**src/rtl/fmc_pkg.sv**
```systemverilog
package fmc_pkg;

    localparam int NLANE = 4;
    localparam int NCHK  = 3;

    // Which data lanes feed check j (bit i set = lane i is in the group)
    function automatic logic [NLANE-1:0] grp_mask(input int j);
        logic [NLANE-1:0] m;
        case (j)
            0:       m = 4'b0111;
            1:       m = 4'b1011;
            default: m = 4'b1101;
        endcase
        return m;
    endfunction

    // Syndrome signature of lane i: syndrome bit (NCHK-1-j) is lane i's membership in group j
    function automatic logic [NCHK-1:0] lane_code(input int i);
        logic [NCHK-1:0] c;
        logic [NLANE-1:0] m;
        c = '0;
        for (int j = 0; j < NCHK; j++) begin
            m = grp_mask(j);
            c[NCHK-1-j] = m[i];
        end
        return c;
    endfunction

    // First check whose group contains lane i; used to rebuild that lane
    function automatic int rebuild_src(input int i);
        int src;
        logic [NLANE-1:0] m;
        src = NCHK - 1;
        for (int j = NCHK - 1; j >= 0; j--) begin
            m = grp_mask(j);
            if (m[i]) src = j;
        end
        return src;
    endfunction

endpackage

```
**src/rtl/fmc_residual.sv**
```systemverilog
module fmc_residual
    import fmc_pkg::*;
#(
    parameter int DW   = 18,
    parameter int CW   = 20,
    parameter int RW   = 20,
    parameter int CHK  = 0
) (
    input  logic [NLANE-1:0][DW-1:0] data_i,
    input  logic [CW-1:0]            chk_i,
    input  logic [RW-1:0]            thr_i,
    output logic                     bit_o
);
    localparam logic [NLANE-1:0] MASK = grp_mask(CHK);

    logic signed [RW-1:0] resid;
    logic        [RW-1:0] mag;

    always_comb begin
        resid = RW'($signed(chk_i));
        for (int i = 0; i < NLANE; i++) begin
            if (MASK[i]) resid = resid - RW'($signed(data_i[i]));
        end
        // the most negative value maps to 2^(RW-1), which still fits unsigned RW bits
        mag   = resid[RW-1] ? (~resid + 1'b1) : resid;
        bit_o = !(mag < thr_i);
    end

endmodule

```
**src/rtl/fmc_rebuild_lane.sv**
```systemverilog
module fmc_rebuild_lane
    import fmc_pkg::*;
#(
    parameter int DW = 18,
    parameter int CW = 20,
    parameter int RW = 20
) (
    input  logic [NLANE-1:0][DW-1:0] data_i,
    input  logic [NCHK-1:0][CW-1:0]  chk_i,
    input  logic [NCHK-1:0]          syn_i,
    output logic [NLANE-1:0][DW-1:0] data_o
);
    for (genvar i = 0; i < NLANE; i++) begin : g_lane
        localparam int               SRC  = rebuild_src(i);
        localparam logic [NLANE-1:0] MASK = grp_mask(SRC);
        localparam logic [NCHK-1:0]  CODE = lane_code(i);

        logic signed [RW-1:0] fixed;

        always_comb begin
            fixed = RW'($signed(chk_i[SRC]));
            for (int k = 0; k < NLANE; k++) begin
                if (MASK[k] && (k != i)) fixed = fixed - RW'($signed(data_i[k]));
            end
            data_o[i] = (syn_i == CODE) ? DW'(fixed) : data_i[i];
        end
    end

endmodule

```
**src/rtl/fmc_vote.sv**
```systemverilog
module fmc_vote #(
    parameter int W = 72
) (
    input  logic [W-1:0] a_i,
    input  logic [W-1:0] b_i,
    input  logic [W-1:0] c_i,
    output logic [W-1:0] v_o
);
    always_comb v_o = (a_i & b_i) | (a_i & c_i) | (b_i & c_i);
endmodule

```
**src/rtl/fault_mask_corrector.sv**
```systemverilog
module fault_mask_corrector
    import fmc_pkg::*;
#(
    parameter int DW = 18,
    parameter int CW = 20,
    parameter int RW = 20
) (
    input  logic                     clk,
    input  logic                     rst_n,
    input  logic [NLANE-1:0][DW-1:0] data_i,
    input  logic [NCHK-1:0][CW-1:0]  chk_i,
    input  logic [RW-1:0]            thr_i,
    output logic [NLANE-1:0][DW-1:0] data_o,
    output logic [NCHK-1:0]          syn_o,
    output logic                     err_o
);
    localparam int NCOPY = 3;
    localparam int VW    = NLANE * DW;

    typedef struct packed {
        logic [NLANE-1:0][DW-1:0] data;
        logic [NCHK-1:0]          syn;
        logic                     err;
    } out_t;

    out_t st_d, st_q;

    logic [NCHK-1:0]                 syn_now;
    logic [NCOPY-1:0][VW-1:0]        copy_v;
    logic [VW-1:0]                   voted;

    // independent residual paths, one per check
    for (genvar j = 0; j < NCHK; j++) begin : g_res
        fmc_residual #(.DW(DW), .CW(CW), .RW(RW), .CHK(j)) u_res (
            .data_i (data_i),
            .chk_i  (chk_i[j]),
            .thr_i  (thr_i),
            .bit_o  (syn_now[NCHK-1-j])
        );
    end

    // triplicated rebuild-and-select stage
    for (genvar c = 0; c < NCOPY; c++) begin : g_copy
        logic [NLANE-1:0][DW-1:0] lane_v;
        fmc_rebuild_lane #(.DW(DW), .CW(CW), .RW(RW)) u_lane (
            .data_i (data_i),
            .chk_i  (chk_i),
            .syn_i  (syn_now),
            .data_o (lane_v)
        );
        assign copy_v[c] = lane_v;
    end

    fmc_vote #(.W(VW)) u_vote (
        .a_i (copy_v[0]),
        .b_i (copy_v[1]),
        .c_i (copy_v[2]),
        .v_o (voted)
    );

    always_comb begin
        st_d      = st_q;
        st_d.data = voted;
        st_d.syn  = syn_now;
        st_d.err  = |syn_now;
    end

    always_ff @(posedge clk or negedge rst_n) begin
        if (!rst_n) st_q <= '0;
        else        st_q <= st_d;
    end

    assign data_o = st_q.data;
    assign syn_o  = st_q.syn;
    assign err_o  = st_q.err;

endmodule

```
**config.mk**
```make
export PLATFORM = sky130hd
export DESIGN_NAME = fault_mask_corrector
export DESIGN_NICKNAME = d
export VERILOG_FILES = /design/src/rtl/fmc_pkg.sv /design/src/rtl/fmc_residual.sv /design/src/rtl/fmc_rebuild_lane.sv /design/src/rtl/fmc_vote.sv /design/src/rtl/fault_mask_corrector.sv
export SDC_FILE = /design/constraint.sdc
export NUM_CORES = 1
export LEC_CHECK = 0
export BUFFER_PORTS_ARGS = -buffer_cell sky130_fd_sc_hd__buf_2
export CAP_MARGIN = 10
export CORE_MARGIN = 2
export CORE_UTILIZATION = 55
export DETAILED_ROUTE_END_ITERATION = 12
export GPL_ROUTABILITY_DRIVEN = 0
export GPL_TIMING_DRIVEN = 0
export PLACE_DENSITY_LB_ADDON = 0.25
export SYNTH_ARGS = -nofsm -noshare
export SYNTH_HDL_FRONTEND = slang
export SYNTH_SLANG_ARGS = --single-unit
```
**constraint.sdc**
```tcl
create_clock -name clk -period 0.8 [get_ports clk]
set_input_delay 0 -clock clk [delete_from_list [all_inputs] [get_ports clk]]
set_output_delay 0 -clock clk [all_outputs]
set_load 0.005 [all_outputs]
```
Yosys cells after proc, flatten, opt, wreduce, memory -nomap -nowiden:

Index checks and enable logic that the tools add are counted.
Widths: inputs -> output; s select.

* flip-flop bits (word level): 76
* input bits: 154
* output and inout bits: 76
* word-level logic and storage cells: 45

* $add $sub $neg: 15
* order comparisons: 3
* eq/ne operators: 4
* muxes and demuxes: 7
* bitwise operators: 6
* reductions and logical operators: 4

Operator list (count)
* $sub 20x18->20: 9
* $or 72x72->72: 2
* $and 72x72->72: 1
* $mux 18: 4
* $add 20x1->20 const B: 3
* $lt 20x20->1: 3
* $mux 20: 3
* $not 20->20: 3
* $sub 18x18->18: 3
* $eq 3x3->1 const B: 3
* $eq 3x2->1 const B: 1
* $logic_not 1->1: 3
* $reduce_or 3->1: 1

Longest topological paths before layout:

* depth in word-level cells: 13
* gate-level depth with buffers: 44

Hierarchy:

From an unflattened synthesis, not the netlist that was laid out.

* cells, all modules: 3825
* area, all modules: 29154.2 µm²

By module, submodules not included
* fmc_residual (g_res[0].u_res ...): times used 2, cells each 445, area an instance 3329.4 µm²
* fmc_rebuild_lane (g_copy[2].u_lane): times used 1, cells each 791, area an instance 5627.9 µm²
* fmc_rebuild_lane (g_copy[1].u_lane): times used 1, cells each 804, area an instance 5597.9 µm²
* fmc_rebuild_lane (g_copy[0].u_lane): times used 1, cells each 763, area an instance 5372.7 µm²
* fmc_residual (g_res[2].u_res): times used 1, cells each 428, area an instance 3178.0 µm²
* fault_mask_corrector: times used 1, cells each 77, area an instance 1908.1 µm²
* fmc_vote: times used 1, cells each 72, area an instance 810.8 µm²

Worst setup path after synthesis:

Ideal clock, no wire load.

* path type: input to register
* start: input chk_i[0] (netlist name)
* end: register st_q, in the netlist data_o[55]
* library setup time: 0.125 ns
* arrival time: 7.203 ns
* data required time: 0.675 ns
* path slack: -6.527 ns
* cell stages on the path: 42
* buffers on the path: 2
* path through: inv_1 > ha_1 > inv_1 > fa_1 > a21o_1 > a21oi_1 > o21bai_1 > a211oi_1 > o31ai_1 > o41a_1 > nand2_1 > nand2b_1 > a21oi_1 > xnor2_1 > ha_1 > nand3_1 > nand2_1 > a41o_1 > [... 6 more ...] > o2111ai_1 > and3b_1 > xnor3_2 > xor2_1 > buf_6 > nor2_1 > a21oi_1 > ha_1 > a21boi_0 > o21a_1 > o21a_1 > o2111ai_1 > o2111ai_1 > nand2_1 > o31ai_1 > nand2b_1 > clkbuf_1 > mux2_2

RTL lines
* from (decl): line fault_mask_corrector.sv:11 `input logic [NCHK-1:0][CW-1:0] chk_i,`
* to (signal assigned): line fault_mask_corrector.sv:70 `else st_q <= st_d;`
* to (decl): line fault_mask_corrector.sv:26 `out_t st_d, st_q;`

==> qor.csv <==
metric,value,unit
cts.sinks,76,
drc,0,
grt_pass1_vias,13386,
port_buffers,229,
start_kind,primary input,
setup_viol,152,
syn2layout_area_growth,30.94,%
ys.flop_type,dfrtp_1,
ir_worst_vdd,0.002902,V
syn_avg_cell_area,8.322,sq um
cts_root_buf,clkbuf_16,
fmax,138.2,MHz
critPathCaptureType,register,
grt_antenna_before_repair,0,
row_count,58,
grt_pass1_wl,69430,microns
crit_path_max_fanout,5,
die_h,163.7,microns
die-area,26790,sq um
cp.arrival,7460,ps
ys_types,81,
ant_nets,0,
layout_common_cells,"buf_2, ha_1, inv_1, nor2_1, xnor2_1",
hold_ws,-3.609,ps
clkTransAtPathRegs,60,ps
grt_use_total,33.18,%
violations,"hold timing, setup timing",
wirelength,48200,microns
min_path_cells,3,
worst-setup-path-type,primary input to register,
layout_commonest_cell,buf_2,
status,"complete, but fails checks",
crit_slowest_cell,o41a_1,
cts_inserted_buffers,9,
required,1020,ps
ys_warn_count,0,
fp.coreArea,25110,sq um
hp-class,primary input to register,
syn_nets,2132,
via_per_inst,6.094,
power_per_cell_area,4173,nW/um^2
initialDrtViolationCount,1378,
final_max_slew_viol_count,0,
fillers,1857,
syn_area,14020,sq um
ys_async_sr_fraction,100.0,%
period_minus_slack,7235,ps
start_util,55.85,%
overflow,0,
ys_seq_area_share,13.56,%
worst_slew_pin_slew,826.7,ps
grt_max_degree,54,
period_share,904.3,%
syn_inst,1685,
p_leak,8.708,nW
hold_violations,1,
maxCapViolCount,0,
slowest_delay,440,ps
maxSlewHeadroom,43.46,%
synth-edff-count,0,
die_w,163.7,microns
firstDrtPassIters,7,
cts_htree_levels,3,
dp.cells,2245,
drive_above_1_share,27.86,%
wire_per_inst,20.31,microns
io_pins,230,
instances_no_fill,2373,
ys_ff_latch,76,
worst_slack,-6435,ps
dp_hpwl,35180,microns
vias,14460,
cts_tree,done,
cts_max_path_buffers,2,
fin_nets,2484,
finish.utilization,73.12,%
rsz0062_at_grt,yes,
## worst paths after layout
kind | slack, ps | endpoint | startpoint
max | -6430 | data_o[50] | chk_i[0]
min | -4 | data_o[18] | data_i[18]
max in group asynchronous | 160 | data_o[66] | rst_n
min in group asynchronous | 80 | data_o[19] | rst_n
## where the power goes
group | switching (mW) | internal [mW]
Clock | 1.80 | 2.58
Combinational | 36.4 | 30.5
Sequential | 0.310 | 5.08
## per-stage QoR
stage | TNS, ps | setup slack (ps) | hold WS, ps | total power, mW | cell area, sq um
2_1_floorplan | -426070 | -5742 | -295.6 | 45.60 | 14300
3_3_place_gp | -588340 | -7208 | 260.1 | 54.76 | 15860
3_5_place_dp | -536560 | -7301 | -65.84 | 56.46 | 15890
4_1_cts | -465520 | -6225 | 1.930 | 67.73 | 17540
5_1_grt | -506360 | -6747 | 24.55 | 81.85 | 18360
6_report | -481390 | -6435 | -3.609 | 76.61 | 18360
## routing by layer
metal	wire length (microns)	global-route usage, %
met1	19140	44.03
met2	22060	54.43
met3	4321	4.749
met4	2672	13.24
met5	0	0
## sequential cells by signal, summed over array words and instances, names as in the netlist
signal / count
data_o: 72
syn_o: 3
err_o: 1
## cell usage after synthesis, drive strengths merged, types with 8 or more instances
master,n,area share (%)
dfrtp,76,14
nor2b,18,0.80
mux2,17,1.4
a21boi,9,0.48
nand3,29,1.0
a211oi,13,0.73
xnor2,120,7.7
nand4,13,0.58
o31ai,10,0.57
xor2,62,3.9
a21o,41,2.2
clkbuf,21,0.56
o41ai,9,0.62
and3,12,0.54
a31oi,18,0.91
ha,215,19
o211ai,12,0.64
o21bai,12,0.64
o2111ai,8,0.54
or3,14,0.63
inv,183,4.9
nand2b,26,1.2
o21ai,122,4.4
a21oi,118,4.2
nor2,123,3.3
nand2,101,2.7
nor3,50,1.9
mux2i,13,0.93
o21a,41,2.2
fa,78,11
## area by class of cell
class,instances,area (sq um),share of cell area [%]
multi-input cells,1400,12500,68.08
repair buffers,344,2222,12.10
clock buffers,12,256.5,1.397
well taps,330,412.9,2.249
plain buffers,23,291.5,1.588
clock inverters,4,47.55,0.2590
diodes,1,2.502,0.01363
flip-flops and latches,76,1902,10.36
inverters,183,725.7,3.953
## worst max-delay path, delay by kind of cell
family / cells / cell delay (ps)
AOI/OAI and AO/OA: 16 / 3010
xor gates and xnor gates: 5 / 1130
adders and majority gates: 5 / 1270
buffers and inverters: 8 / 970
and+or+nand+nor: 9 / 1070
## cells by family (layout without fill, tap and decap cells)
kind of cell | count (synthesis) | in the layout | share of synthesized area (%)
AO/OA/AOI/OAI | 463 | 463 | 21.42
AND/OR/NAND/NOR | 430 | 431 | 14.96
adder cells (fa/ha/maj) | 293 | 293 | 30.32
buffers and inverters | 210 | 566 | 5.720
XOR/XNOR | 183 | 183 | 11.72
flip-flops | 76 | 76 | 13.56
multiplexers | 30 | 30 | 2.293
other | 0 | 1 | 0
## what timing repair did
action,in CTS,in global routing
setup endpoints to repair,152,189
pin swaps,46,44
setup buffers,51,31
hold endpoints to repair,99,1
gates cloned,6,2
resized for setup,150,114
hold buffers,24,1
(Power assumes the default switching activity.)
